<file path="config.mk">
export PLATFORM = sky130hd
export DESIGN_NAME = wdt_reset_supervisor
export DESIGN_NICKNAME = d
export VERILOG_FILES = /design/src/rtl/wdsup_pkg.sv /design/src/rtl/trig_edge_sync.sv /design/src/rtl/tick_interval_timer.sv /design/src/rtl/wdt_reset_supervisor.sv
export SDC_FILE = /design/constraint.sdc
export NUM_CORES = 1
export LEC_CHECK = 0
export BUFFER_PORTS_ARGS = -buffer_cell sky130_fd_sc_hd__clkbuf_2
export CORE_MARGIN = 5
export CORE_UTILIZATION = 55
export DETAILED_ROUTE_END_ITERATION = 8
export GPL_TIMING_DRIVEN = 0
export MAX_ROUTING_LAYER = met4
export PLACE_DENSITY_LB_ADDON = 0.1
export SYNTH_ARGS = -nofsm -noshare
export SYNTH_HDL_FRONTEND = slang
export SYNTH_SLANG_ARGS = --single-unit
</file>
<file path="constraint.sdc">
create_clock -name clk -period 8.9 [get_ports clk]
set_clock_uncertainty 0.1 [all_clocks]
set_input_delay 1.335 -clock clk [delete_from_list [all_inputs] [get_ports clk]]
set_output_delay 1.335 -clock clk [all_outputs]
set_load 0.005 [all_outputs]
</file>
<file path="src/rtl/wdsup_pkg.sv">
`timescale 1ns/1ps
package wdsup_pkg;

    typedef enum logic [2:0] {
        S_OFF,
        S_POR,
        S_CLOSED,
        S_OPEN,
        S_PULSE,
        S_SLEEP_GAP,
        S_SLEEP_PULSE
    } sup_state_e;

    // States in which the system reset is released
    function automatic logic releases(input sup_state_e s);
        return (s == S_CLOSED) || (s == S_OPEN) || (s == S_SLEEP_GAP);
    endfunction

    function automatic logic sleeping(input sup_state_e s);
        return (s == S_SLEEP_GAP) || (s == S_SLEEP_PULSE);
    endfunction

endpackage

</file>
<file path="src/rtl/trig_edge_sync.sv">
`timescale 1ns/1ps
module trig_edge_sync #(
    parameter int SYNC_STAGES = 2
) (
    input  logic clk,
    input  logic rst_n,
    input  logic async_in,
    output logic rise,
    output logic fall
);
    localparam int SH_W = SYNC_STAGES + 1;

    logic [SH_W-1:0] sh_q;

    always_ff @(posedge clk or negedge rst_n) begin
        if (!rst_n) sh_q <= '0;
        else        sh_q <= {sh_q[SH_W-2:0], async_in};
    end

    // Edge register is the last stage; compare against the synchronized value
    assign rise =  sh_q[SYNC_STAGES-1] & ~sh_q[SYNC_STAGES];
    assign fall = ~sh_q[SYNC_STAGES-1] &  sh_q[SYNC_STAGES];

endmodule

</file>
<file path="src/rtl/tick_interval_timer.sv">
`timescale 1ns/1ps
module tick_interval_timer #(
    parameter int CNT_W = 8
) (
    input  logic             clk,
    input  logic             rst_n,
    input  logic             restart,
    input  logic             tick,
    input  logic [CNT_W-1:0] limit,
    output logic             done
);
    logic [CNT_W-1:0] cnt_q;

    always_ff @(posedge clk or negedge rst_n) begin
        if (!rst_n)       cnt_q <= '0;
        else if (restart) cnt_q <= '0;
        else if (tick)    cnt_q <= cnt_q + 1'b1;
    end

    assign done = tick && (cnt_q == limit - 1'b1);

endmodule

</file>
<file path="src/rtl/wdt_reset_supervisor.sv">
`timescale 1ns/1ps
module wdt_reset_supervisor
    import wdsup_pkg::*;
#(
    parameter int WD_TICKS          = 10,
    parameter bit QUARTER_POR       = 1'b0,
    parameter int CW_TICKS          = 8,
    parameter int OW_TICKS          = 4,
    parameter int PULSE_TICKS       = 2,
    parameter int SLEEP_GAP_TICKS   = 40,
    parameter int SLEEP_PULSE_TICKS = 3,
    parameter int MISS_LIMIT        = 3
) (
    input  logic clk,
    input  logic rst_n,
    input  logic supply_ok,
    input  logic trig_in,
    input  logic tick,
    output logic rst_out_n
);
    localparam int POR_TICKS = QUARTER_POR ? (WD_TICKS / 4) : WD_TICKS;
    localparam int MAX_A     = (POR_TICKS > CW_TICKS) ? POR_TICKS : CW_TICKS;
    localparam int MAX_B     = (OW_TICKS > PULSE_TICKS) ? OW_TICKS : PULSE_TICKS;
    localparam int MAX_C     = (SLEEP_GAP_TICKS > SLEEP_PULSE_TICKS) ? SLEEP_GAP_TICKS : SLEEP_PULSE_TICKS;
    localparam int MAX_AB    = (MAX_A > MAX_B) ? MAX_A : MAX_B;
    localparam int MAX_DUR   = (MAX_AB > MAX_C) ? MAX_AB : MAX_C;
    localparam int CNT_W     = $clog2(MAX_DUR + 1);
    localparam int MISS_W    = $clog2(MISS_LIMIT + 1);

    sup_state_e        state_q, state_d;
    logic [MISS_W-1:0] miss_q, miss_d;
    logic [CNT_W-1:0]  dur;
    logic              trig_rise, trig_fall, t_done, restart;

    trig_edge_sync #(.SYNC_STAGES(2)) u_sync (
        .clk      (clk),
        .rst_n    (rst_n),
        .async_in (trig_in),
        .rise     (trig_rise),
        .fall     (trig_fall)
    );

    tick_interval_timer #(.CNT_W(CNT_W)) u_timer (
        .clk     (clk),
        .rst_n   (rst_n),
        .restart (restart),
        .tick    (tick),
        .limit   (dur),
        .done    (t_done)
    );

    // Length of the interval owned by the current state
    always_comb begin
        unique case (state_q)
            S_POR:         dur = CNT_W'(POR_TICKS);
            S_CLOSED:      dur = CNT_W'(CW_TICKS);
            S_OPEN:        dur = CNT_W'(OW_TICKS);
            S_PULSE:       dur = CNT_W'(PULSE_TICKS);
            S_SLEEP_GAP:   dur = CNT_W'(SLEEP_GAP_TICKS);
            S_SLEEP_PULSE: dur = CNT_W'(SLEEP_PULSE_TICKS);
            default:       dur = CNT_W'(POR_TICKS);
        endcase
    end

    // Next state; a trigger edge in the ending cycle belongs to the ending window
    always_comb begin
        state_d = state_q;
        miss_d  = miss_q;
        if (!supply_ok) begin
            state_d = S_OFF;
            miss_d  = '0;
        end else begin
            unique case (state_q)
                S_OFF: state_d = S_POR;
                S_POR: begin
                    miss_d = '0;
                    if (t_done) state_d = S_CLOSED;
                end
                S_CLOSED: begin
                    if (trig_rise)   state_d = S_PULSE;
                    else if (t_done) state_d = S_OPEN;
                end
                S_OPEN: begin
                    if (trig_rise) begin
                        state_d = S_CLOSED;
                        miss_d  = '0;
                    end else if (t_done) begin
                        state_d = S_PULSE;
                        if (miss_q < MISS_W'(MISS_LIMIT)) miss_d = miss_q + 1'b1;
                    end
                end
                S_PULSE: begin
                    if (t_done)
                        state_d = (miss_q >= MISS_W'(MISS_LIMIT)) ? S_SLEEP_GAP : S_CLOSED;
                end
                S_SLEEP_GAP, S_SLEEP_PULSE: begin
                    if (trig_rise || trig_fall) begin
                        state_d = S_CLOSED;
                        miss_d  = '0;
                    end else if (t_done) begin
                        state_d = (state_q == S_SLEEP_GAP) ? S_SLEEP_PULSE : S_SLEEP_GAP;
                    end
                end
                default: state_d = S_OFF;
            endcase
        end
    end

    assign restart = (state_d != state_q);

    always_ff @(posedge clk or negedge rst_n) begin
        if (!rst_n) begin
            state_q <= S_OFF;
            miss_q  <= '0;
        end else begin
            state_q <= state_d;
            miss_q  <= miss_d;
        end
    end

    // Output decode; supply gating keeps power-down reset immediate
    always_comb begin
        rst_out_n = supply_ok && releases(state_q);
    end


    off_on_supply_low_chk: assert property (@(posedge clk) disable iff (!rst_n)
        !supply_ok |=> state_q == S_OFF);


    por_ignores_trig_chk: assert property (@(posedge clk) disable iff (!rst_n)
        (state_q == S_POR && trig_rise && !t_done && supply_ok) |=> state_q == S_POR);


    open_expiry_pulse_chk: assert property (@(posedge clk) disable iff (!rst_n)
        (state_q == S_OPEN && t_done && !trig_rise && supply_ok)
        |=> (state_q == S_PULSE && miss_q == $past(miss_q) + MISS_W'(1)));


    closed_fault_chk: assert property (@(posedge clk) disable iff (!rst_n)
        (state_q == S_CLOSED && trig_rise && supply_ok) |=> state_q == S_PULSE);


    sleep_wake_chk: assert property (@(posedge clk) disable iff (!rst_n)
        (sleeping(state_q) && (trig_rise || trig_fall) && supply_ok)
        |=> (state_q == S_CLOSED && miss_q == '0));


    miss_bound_chk: assert property (@(posedge clk) disable iff (!rst_n)
        miss_q <= MISS_W'(MISS_LIMIT));

endmodule

</file>
; Yosys cells after proc, flatten, opt, wreduce, memory -nomap -nowiden
; Cells that the tools add are included.
[totals]
inputBits = 5
reg_bits = 14
out_inout_bits = 1
[op_classes]
add_sub_neg = 3
bitwise = 4
magnitude_cmp = 2
mux = 21
reduce_logical = 9
n_eq_ne = 12
[ops]
columns = cell, count
row1 = $mux W3, 10
row2 = $pmux W6 S5, 1
row3 = $pmux W3 S6, 1
row4 = $mux W2, 6
row5 = $mux W6, 2
row6 = $eq A3 B3 Y1 const B, 3
row7 = $ne A4 B4 Y1 const B, 2
row8 = $add A6 B1 Y6 const B, 1
row9 = $eq A3 B2 Y1 const B, 2
row10 = $eq A6 B6 Y1, 1
row11 = $pmux W2 S3, 1
row12 = $sub A6 B1 Y6 const B, 1
row13 = $ne A4 B1 Y1 const B, 1
row14 = $reduce_and A4 Y1, 1
row15 = $eq A3 B1 Y1 const B, 1
row16 = $logic_not A3 Y1, 1
row17 = $logic_or A1 B1 Y1, 3
row18 = $ne A3 B3 Y1, 1
row19 = $ne A3 B3 Y1 const B, 1
row20 = $add A2 B1 Y2 const B, 1
row21 = $and A1 B1 Y1, 2
row22 = $ge A2 B2 Y1 const B, 1
row23 = $logic_and A1 B1 Y1, 2
row24 = $lt A2 B2 Y1 const B, 1
row25 = 3 further kinds, 4

; Longest topological paths before layout
; Gate-level depths: netlist (run 1).
[logic_depth]
word_depth = 11
mapped_depth = 13
ltp_nobuf = 11

; By module
; A second synthesis (run 1) with hierarchy kept.
[unflattened]
cells_unflattened = 132
hier_area_um2 = 1132.3
[modules_own_cells]
columns = mod, n_inst, cells_per_inst, area_each_um2
row1 = wdt_reset_supervisor, 1, 83, 624.3
row2 = tick_interval_timer, 1, 44, 417.9
row3 = trig_edge_sync, 1, 5, 90.1

; Worst setup path before layout (run 1)
; No wires, ideal clock.
[synth_path]
path_type = register to register
start = register state_q[1]
end = register u_timer.cnt_q[0]
arrival_time_ps = 3081
path_slack_ps = 5618
required_time_ps = 8699
stages_incl_launch_ff = 13
path_cell_list = dfrtp_1 > clkbuf_1 > clkbuf_1 > o21ai_0 > ha_1 > buf_4 > xnor2_1 > or3_1 > a31o_2 > a211o_1 > a311oi_2 > a2111oi_4 > nor4_1
[synth_via]
elab_chain_cells = 11
elab_cells_between_ends = 26
[synth_rtl]
columns = item, line_no
row1 = from (decl), wdt_reset_supervisor.sv:30  ; sup_state_e state_q, state_d;
row2 = from (signal assigned), wdt_reset_supervisor.sv:116  ; state_q <= state_d;
row3 = "$eq A3 B3 Y1, or another cell as far along", "wdt_reset_supervisor.sv:54, wdt_reset_supervisor.sv:73"
row4 = $pmux W6 S5, wdt_reset_supervisor.sv:54  ; unique case (state_q)
row5 = $sub A6 B1 Y6, tick_interval_timer.sv:20  ; assign done = tick && (cnt_q == limit - 1'b1);
row6 = $eq A6 B6 Y1, tick_interval_timer.sv:20
row7 = $logic_and A1 B1 Y1, tick_interval_timer.sv:20
row8 = $mux W3 (on tied branches), "wdt_reset_supervisor.sv:100, wdt_reset_supervisor.sv:81, wdt_reset_supervisor.sv:87"
row9 = $mux W3 (on tied branches), "wdt_reset_supervisor.sv:97, wdt_reset_supervisor.sv:80, wdt_reset_supervisor.sv:84"
row10 = $pmux W3 S6, wdt_reset_supervisor.sv:73  ; unique case (state_q)
row11 = $mux W3, wdt_reset_supervisor.sv:69  ; if (!supply_ok) begin
row12 = $ne A3 B3 Y1 (*), wdt_reset_supervisor.sv:109  ; assign restart = (state_d != state_q);
row13 = $mux W6 or $reduce_bool A2 Y1 (tied branches), n/a
row14 = to (signal assigned), tick_interval_timer.sv:17  ; else if (tick) cnt_q <= cnt_q + 1'b1;
row15 = to (decl), tick_interval_timer.sv:12  ; logic [CNT_W-1:0] cnt_q;
; Mark *: on every way between the ends. The rest lies on a longest branch, timed or not.
; A chain may end at the register's enable or synchronous reset.

; Worst setup path after layout (run 1)
[layout_path]
start = register state_q[1]
end = register u_timer.cnt_q[4]
; The elaborated chain is that of the path after synthesis.

==> results of run 1 <==
cell families after synthesis:
| group | Yosys count | synth area share, % |
|---|---|---|
| multiplexers | 2 | 1.738 |
| buffers and inverters | 18 | 7.464 |
| AO/OA/AOI/OAI | 38 | 25.05 |
| flip-flops | 14 | 28.63 |
| adder cells (fa/ha/maj) | 4 | 4.090 |
| XOR/XNOR | 9 | 6.441 |
| AND/OR/NAND/NOR | 60 | 26.59 |
metal layers:
layer	wire length (um)	global-route usage, %	share of wire, %
met1	1343	25.28	48
met5	0	-	0
met2	1321	28.55	47
met4	26	7.947	0.92
met3	119	3.394	4.2
power breakdown:
part	switching (mW)	internal [mW]
Clock	0.0194	0.0249
Combinational	0.0106	0.00737
Sequential	0.00199	0.0654
Total	0.0320	0.0976
cell type report:
| class | instances | share of cell area [%] |
|---|---|---|
| inverter | 8 | 3.330 |
| tap | 28 | 2.664 |
| sequential | 14 | 26.64 |
| timing repair buffer | 4 | 1.522 |
| clock buffer | 4 | 2.759 |
| buffer | 10 | 3.616 |
| multi-input combinational | 113 | 59.47 |
synth_stat cells, types with 5 or more instances:
library cell and count:
nand2b_1 5, a21oi_1 8, o21ai_0 8, nor4_1 6, nand2_1 13, inv_1 6
nor2_1 9, clkbuf_1 5, dfrtp_1 14, nor3_1 6, xor2_1 5
worst min-delay path by stage:
stage / from / end
floorplan: u_sync.sh_q[0] / u_sync.sh_q[1]
global placement: u_sync.sh_q[0] / u_sync.sh_q[1]
detailed placement: u_sync.sh_q[0] / u_sync.sh_q[1]
CTS: u_sync.sh_q[0] / u_sync.sh_q[1]
global route: u_sync.sh_q[0] / u_sync.sh_q[1]
finish: u_sync.sh_q[0] / u_sync.sh_q[1]
worst max-delay path, cell delays in order, from the launching register on:
cell and delay (ns):
dfrtp_1 0.42, clkbuf_1 0.34, clkbuf_1 0.39, o21ai_0 0.24, ha_1 0.23, buf_4 0.16, xnor2_1 0.17, or3_1 0.32
a31o_2 0.27, a211o_1 0.33, a311oi_2 0.37, a2111oi_4 0.12, nor4_1 0.32
state kept, by name, summed over array words and instances (netlist names):
name / cells
state_q: 3
u_timer.cnt_q: 6
u_sync.sh_q: 3
miss_q: 2
metrics by stage:
step	power [mW]	hold slack (ns)	util (%)
6_report	0.1297	0.2676	60.61
3_5_place_dp	0.08646	0.2388	58.94
2_1_floorplan	0.08129	0.2312	-
3_3_place_gp	0.08613	0.2455	58.94
4_1_cts	0.1321	0.2682	60.61
5_1_grt	0.1375	0.2863	60.61
==> summary.txt, run 1 <==
Sequential Area: 350.3 sq um
Crit path required time: 8.96 ns
Clock Latency Late Sink: 0.27 ns
Reg-to-reg endpoint: u_timer.cnt_q[4]
Multi-input logic area: 782.0 sq um
Final Hold Vio Count: 0
Die height: 57.17 um
Worst Setup Start Kind: flip-flop
Status: complete, no violations
Max Transition Viols Final: 0
CP endpoint kind: flip-flop
Yosys top cell by area: dfrtp_1
Vias: 1128
GR Util All Layers: 19.07%
Setup WS post-layout: 5.020 ns
Minimum clock period: 3.880 ns
CP Capture Point: u_timer.cnt_q[4]
Syn_area_per_cell: 8.439 sq um
# port buffers: 4
CTS Sinks: 14
H-tree depth: 1
Ys flop type: dfrtp_1
Routed Antenna Nets: 0
R2R setup slack: 5.02 ns
Final nets: 163
Fmax: 0.2577 GHz
Setup tns final: 0 ns
Clock Tree Root: clkbuf_4
Yosys cell types: 50
Syn nets: 154
Starting Density: 56.40%
Unrepaired setup endpoints after global routing: no
Post-synthesis sequential area ratio: 28.63%
Die Width: 57.17 um
Pre-CTS setup slack: 5.089 ns
Post-DR wirelength/cell: 15.53 um
IO Pins: 6
Worst hold path type: reg2reg
Relative slew slack: 55.18%
Synth top area share: 28.63%
Buffers inserted by post-CTS timing repair: 0
Final Cell Area: 0.001315 sq mm
Worst setup path start: state_q[1]
Mapped cell area: 0.001224 sq mm
Post-Synthesis Cells: 145
DP Wirelength: 2202 um
DR DRC count: 0
Initial DRC count: 38
Initial antenna violation count: 0
Dpl cell area: 0.001279 sq mm
WP data arrival: 3.94 ns
Hold Buf Count CTS: 0
Drt total wl: 2811 um
Most frequent cells in the layout: dfrtp_1 (14), nand2_1 (13), nor2_1 (9)
Crit path kind: reg2reg
Global route total overflow: 0
CTS buffer count: 3
Vias in the first global route: 1078
Filler Cell Count: 208
R2R Path Start: state_q[1]
Share of cells above drive strength 1: 14.38%
CTS tree: built
Pwr dens: 98.59 mW/mm^2
Pre-antenna DRT Iters: 4
First-pass GRT wire length: 4864 um
Async S/R FF share, synth: 100.0%
Layout Cells excl Fill: 181
Leakage Power: 0.4971 nW
Worst slew pin tran: 0.6724 ns
Routed vias/inst: 6.232
Core area: 0.002170 sq mm
Peak supply drop: 0.08595 mV
EDFF count, synth: 0
Max-Cap Viols: 0
R2R depth: 12
Placed cells: 177
Synth Register Bits: 14
Largest net degree at the start of global routing: 15
Hold path cells: 0
Crit share post-route: 43.59%
Final Wtd Congestion: 0.8934
# resized after CTS: 0
# diodes: 0
Row cnt: 17
Synth warn: 0
Most common cell after layout, fill and taps aside: dfrtp_1
Clk buf depth: 2
Crit path max fanout: 10
P&R area growth vs syn: 7.464%
Reg clk slew, reported paths: 0.08 ns
Final setup viols: 0
Die area: 0.003268 sq mm
Top cells by area, synth: dfrtp_1 (29%), ha_1 (4.1%), nand2_1 (4.0%)
Note: power is estimated with default switching activity, not from simulation.
==> run 2, diff against run 1 <==
--- a/config.mk
+++ b/config.mk
@@ -7,7 +7,7 @@
 export LEC_CHECK = 0
 export BUFFER_PORTS_ARGS = -buffer_cell sky130_fd_sc_hd__clkbuf_2
 export CORE_MARGIN = 5
-export CORE_UTILIZATION = 55
+export CORE_UTILIZATION = 54
 export DETAILED_ROUTE_END_ITERATION = 8
 export GPL_TIMING_DRIVEN = 0
 export MAX_ROUTING_LAYER = met4
==> constraint.sdc (replaced) <==
create_clock -name clk -period 3.3 [get_ports clk]
set_clock_uncertainty 0.1 [all_clocks]
set_input_delay 0.495 -clock clk [delete_from_list [all_inputs] [get_ports clk]]
set_output_delay 0.495 -clock clk [all_outputs]
set_load 0.005 [all_outputs]
==> run 2 against run 1 <==
  * Sequential power grew to 2.7 times the previous value
  * Register-to-register slack lost 5.0 ns
  * Non-clock buffer count increased by 9
  * Global-route usage is 0.96 points higher
  * Clock power increased to 2.7 times the previous value
  * Combinational power grew to 3.3 times the previous value
  * Via count up 8.2%
==> summary.txt, run 2 (synthesis gave the netlist of run 1 again) <==
First-pass GRT wire length: 5168 um
Max Transition Viols Final: 0
Row cnt: 17
P&R area growth vs syn: 25.56%
Met3 Use GR: 2.489%
WP data arrival: 3.32 ns
Vias in the first global route: 1092
Most frequent cells in the layout: dfrtp_1 (14), nand2_1 (13), buf_4 (10)
Max FFs per register: 6
Die Width: 57.61 um
Crit path kind: reg2reg
Clock Latency Late Sink: 0.27 ns
Layout Cells excl Fill: 190
Final Wtd Congestion: 0.8763
Final setup viols: 0
Worst hold path type: in2async
Filler Cell Count: 167
Power consumption: 0.3603 mW
Met1 Usage GRT: 27.39%
Unrepaired setup endpoints after global routing: yes
Worst slew pin tran: 0.5560 ns
Initial antenna violation count: 0
Crit path required time: 3.38 ns
R2R setup slack: 0.06 ns
DR DRC count: 0
Drt total wl: 3184 um
# port buffers: 4
Reg-to-reg endpoint: u_timer.cnt_q[5]
Register name with the most flops: u_timer.cnt_q
Global route total overflow: 0
Most common cell after layout, fill and taps aside: dfrtp_1
Worst Setup Start Kind: flip-flop
GR Util All Layers: 20.03%
R2R Path Start: state_q[1]
H-tree depth: 1
Fin Hold WS: 0.005521 ns
Placed cells: 177
Die area: 0.003318 sq mm
Gr busiest metal: met2
Reg clk slew, reported paths: 0.08 ns
IO Pins: 6
Crit path max fanout: 8
Max-Cap Viols: 0
Final Hold Vio Count: 0
Leakage Power: 0.5752 nW
Pre-antenna DRT Iters: 4
Starting Density: 55.85%
Post-DR wirelength/cell: 16.76 um
CTS buffer count: 3
Setup tns final: 0 ns
Fmax: 0.3085 GHz
Peak supply drop: 0.2694 mV
Status: complete, no violations
R2R depth: 13
# diodes: 0
Core area: 0.002191 sq mm
Initial DRC count: 69
CTS tree: built
Relative slew slack: 62.45%
Die height: 57.61 um
Met2 usage: 32.10%
Final nets: 172
CP endpoint kind: flip-flop
Vias: 1220
Routed vias/inst: 6.421
Biggest regs: u_timer.cnt_q: 6 flops, state_q: 3 flops, u_sync.sh_q: 3 flops
DP Wirelength: 2225 um
Clk buf depth: 2
Crit share post-route: 98.24%
Clock Tree Root: clkbuf_4
Routed Antenna Nets: 0
Pwr dens: 234.5 mW/mm^2
CTS Sinks: 14
Minimum clock period: 3.242 ns
Share of cells above drive strength 1: 30.25%
Largest net degree at the start of global routing: 15
run 2: area by class of cell:
class,count,area [sq um],area share [%]
inverters,8,47.55,3.094
plain buffers,9,76.32,4.967
flip-flops and latches,14,350.3,22.80
multi-input cells,113,892.1,58.06
well taps,28,35.03,2.280
clock buffers,4,36.28,2.362
repair buffers,14,98.84,6.433
run 2: timing repair:
item / CTS / global route
gates resized for setup: 20 / 16
hold buffers: 0 / 0
setup endpoints to repair: 9 / 6
pin swaps: 7 / 5
buffers inserted: 3 / 7
run 2: power breakdown:
part	switching, mW	internal (mW)	leakage (nW)
combinational	0.0331	0.0257	0.369
clock	0.0523	0.0670	0.0210
sequential	0.00586	0.176	0.185
run 2: worst max-delay path by stage:
stage                     from               end  depth (start not counted)
detailed placement  state_q[1]  u_timer.cnt_q[4]                         12
CTS                 state_q[2]  u_timer.cnt_q[4]                         12
global route        state_q[1]  u_timer.cnt_q[3]                         14
floorplan           state_q[1]  u_timer.cnt_q[0]                         12
finish              state_q[1]  u_timer.cnt_q[5]                         13
global placement    state_q[1]  u_timer.cnt_q[3]                         12
run 2: worst max-delay path, stage by stage (launching register included):
cell and delay (ns):
dfrtp_1 0.38, buf_6 0.15, clkinvlp_4 0.14, nor2_4 0.13, nand2_1 0.07, ha_2 0.19, buf_6 0.13, xnor2_2 0.15
or3_1 0.34, a31o_4 0.27, a2111oi_4 0.35, o221ai_2 0.22, xor2_4 0.26, nor4_1 0.26
run 2: stage by stage:
stage	setup slack [ns]	utilization, %	instance area [sq um]
2_1_floorplan	0.01804	-	1224
3_3_place_gp	-0.4171	58.37	1279
3_5_place_dp	-0.4680	58.37	1279
4_1_cts	0.005689	64.48	1413
5_1_grt	-0.08183	70.13	1536
6_report	0.05823	70.13	1536
run 2: layer usage:
layer | up-vias | wire (um)
li1 | 575 | -
met1 | 596 | 1404
met2 | 45 | 1559
met3 | 4 | 199
met4 | 0 | 20
met5 | - | 0
==> run 3, diff against run 2 <==
--- a/config.mk
+++ b/config.mk
@@ -6,7 +6,7 @@
 export NUM_CORES = 1
 export LEC_CHECK = 0
 export BUFFER_PORTS_ARGS = -buffer_cell sky130_fd_sc_hd__clkbuf_2
-export CORE_MARGIN = 5
+export CORE_MARGIN = 2
 export CORE_UTILIZATION = 54
 export DETAILED_ROUTE_END_ITERATION = 8
 export GPL_TIMING_DRIVEN = 0
==> constraint.sdc (replaced) <==
create_clock -name clk -period 2.79 [get_ports clk]
set_clock_uncertainty 0.1 [all_clocks]
set_input_delay 0.4185 -clock clk [delete_from_list [all_inputs] [get_ports clk]]
set_output_delay 0.4185 -clock clk [all_outputs]
set_load 0.005 [all_outputs]
==> run 3 against run 2 <==
  * The run now ends with setup timing left
  * Clock-buffer cell count unchanged
  * Critical endpoint is now u_timer.cnt_q[3]
  * Largest cell class unchanged
  * Flip-flop and latch count unchanged
  * Worst setup slack worse by 0.40 ns
  * Core utilization up 11 points
  * Critical path type unchanged
==> summary.txt, run 3 (synthesis gave the netlist of run 1 again) <==
Relative slew slack: 58.21%
Die Width: 51.61 um
Final Hold Vio Count: 0
Crit path max fanout: 6
Peak supply drop: 0.3468 mV
Initial antenna violation count: 0
CP endpoint kind: flip-flop
Vias in the first global route: 1275
Register name with the most flops: u_timer.cnt_q
Fmax: 0.3193 GHz
Drt total wl: 3742 um
Slowest CP cell: dfrtp_1
Crit path kind: reg2reg
Clock Tree Root: clkbuf_4
Pwr dens: 245.6 mW/mm^2
Slowest stage delay, CP: 0.44 ns
Max FFs per register: 6
Most frequent cells in the layout: buf_4 (16), dfrtp_1 (14), nand2_1 (12)
Post-DR wirelength/cell: 18.80 um
Worst slew pin tran: 0.6268 ns
GR Util All Layers: 31.36%
Critical-path cell list: buf_6 -> nand2_4 -> o21ai_4 -> ha_2 -> buf_6 -> xnor2_4 -> or3_4 -> a31o_4 -> a2111oi_4 -> o221ai_4 -> xor2_4 -> nor4_2
Core area: 0.002170 sq mm
Failing checks: setup timing
Die height: 51.61 um
Max Transition Viols Final: 0
Crit path required time: 2.88 ns
Clock Latency Late Sink: 0.28 ns
WP data arrival: 3.22 ns
CTS Sinks: 14
Global route total overflow: 0
Leakage Power: 0.6788 nW
First-pass GRT wire length: 6003 um
DR DRC count: 0
Initial DRC count: 51
Share of cells above drive strength 1: 41.52%
Final setup viols: 8
Crit share post-route: 112.2%
Worst Setup Start Kind: flip-flop
DP Wirelength: 2312 um
Routed vias/inst: 6.362
Max-Cap Viols: 0
Multi-input logic area: 0.001006 sq mm
Row cnt: 17
CTS buffer count: 3
CTS tree: built
Clk buf depth: 2
Worst hold path type: in2reg
Fin Hold WS: 0.1474 ns
Routed Antenna Nets: 0
Setup tns final: -1.916 ns
Largest net degree at the start of global routing: 15
Status: complete, but fails checks
Critical path's most frequent cell: buf_6
Setup WS post-layout: -0.3418 ns
Final nets: 181
Most common cell after layout, fill and taps aside: buf_4
Starting Density: 56.40%
Vias: 1266
IO Pins: 6
Unrepaired setup endpoints after global routing: yes
H-tree depth: 1
# port buffers: 4
# diodes: 0
Final Wtd Congestion: 0.9050
Minimum clock period: 3.132 ns
Sequential Area: 350.3 sq um
Die area: 0.002663 sq mm
Pre-antenna DRT Iters: 4
Biggest regs: u_timer.cnt_q: 6 flops, state_q: 3 flops, u_sync.sh_q: 3 flops
Filler Cell Count: 142
P&R area growth vs syn: 44.48%
Reg clk slew, reported paths: 0.09 ns
[run 3: cell count changes in the layout (fill, tap and decap cells not counted), sizes merged]
cell / before / now
clkbuf: 11 / 12
inv: 5 / 6
clkinvlp: 1 / 0
dlygate4sd3: 0 / 1
buf: 16 / 23
[run 3: timing repair]
action | CTS | global route
endpoints found under the setup margin | 11 | 11
pin swaps | 9 | 3
buffers inserted | 17 | 4
resized for setup | 27 | 16
hold endpoints to repair | 14 | 0
hold buffers | 1 | 0
[run 3: stage by stage]
step / utilization, % / instances / power, mW / setup WS (ns) / cell area (sq um)
floorplan: - / 145 / 0.2631 / -0.1579 / 1306
global placement: 62.75 / 177 / 0.2786 / -0.4360 / 1361
detailed placement: 62.75 / 177 / 0.2810 / -0.5025 / 1361
CTS: 77.11 / 198 / 0.4303 / -0.2349 / 1673
global route: 81.49 / 199 / 0.4541 / -0.4138 / 1768
finish: 81.49 / 199 / 0.4342 / -0.3418 / 1768
[run 3: worst max-delay path: cells and delay by family (launching register included)]
| kind | cells | cell delay, ns |
|---|---|---|
| flip-flops | 1 | 0.44 |
| adder cells (fa/ha/maj) | 1 | 0.18 |
| buffers and inverters | 2 | 0.28 |
| AO/OA/AOI/OAI | 4 | 0.87 |
| XOR/XNOR | 2 | 0.35 |
| AND/OR/NAND/NOR | 3 | 0.80 |
[run 3: power by group]
group / switching, mW / internal, mW / total [mW]
clock network: 0.0640 / 0.0794 / 0.143
registers: 0.00719 / 0.209 / 0.216
logic: 0.0432 / 0.0319 / 0.0750
[run 3: final timing paths]
check | depth (start not counted) | endpoint | from | slack, ns
max | 12 | u_timer.cnt_q[3] | state_q[2] | -0.34
min | 1 | u_sync.sh_q[0] | trig_in | 0.15
max reg2reg | 12 | u_timer.cnt_q[3] | state_q[2] | -0.34
min reg2reg | 0 | u_sync.sh_q[1] | u_sync.sh_q[0] | 0.26
max in group asynchronous | 2 | u_sync.sh_q[2] | rst_n | 1.88
min in group asynchronous | 2 | u_timer.cnt_q[2] | rst_n | 0.45
[run 3: area by class of cell]
type,count,area share [%]
multi-input cells,113,56.90
inverters,8,2.619
plain buffers,9,6.653
repair buffers,23,9.979
well taps,28,1.982
clock buffers,4,2.052
flip-flops and latches,14,19.82
[run 3: per-layer routing]
layer,part of all wire [%],global-route usage [%]
met1,43,39.89
met2,49,53.42
met3,6.2,2.299
met4,1.2,10.09
met5,0,-
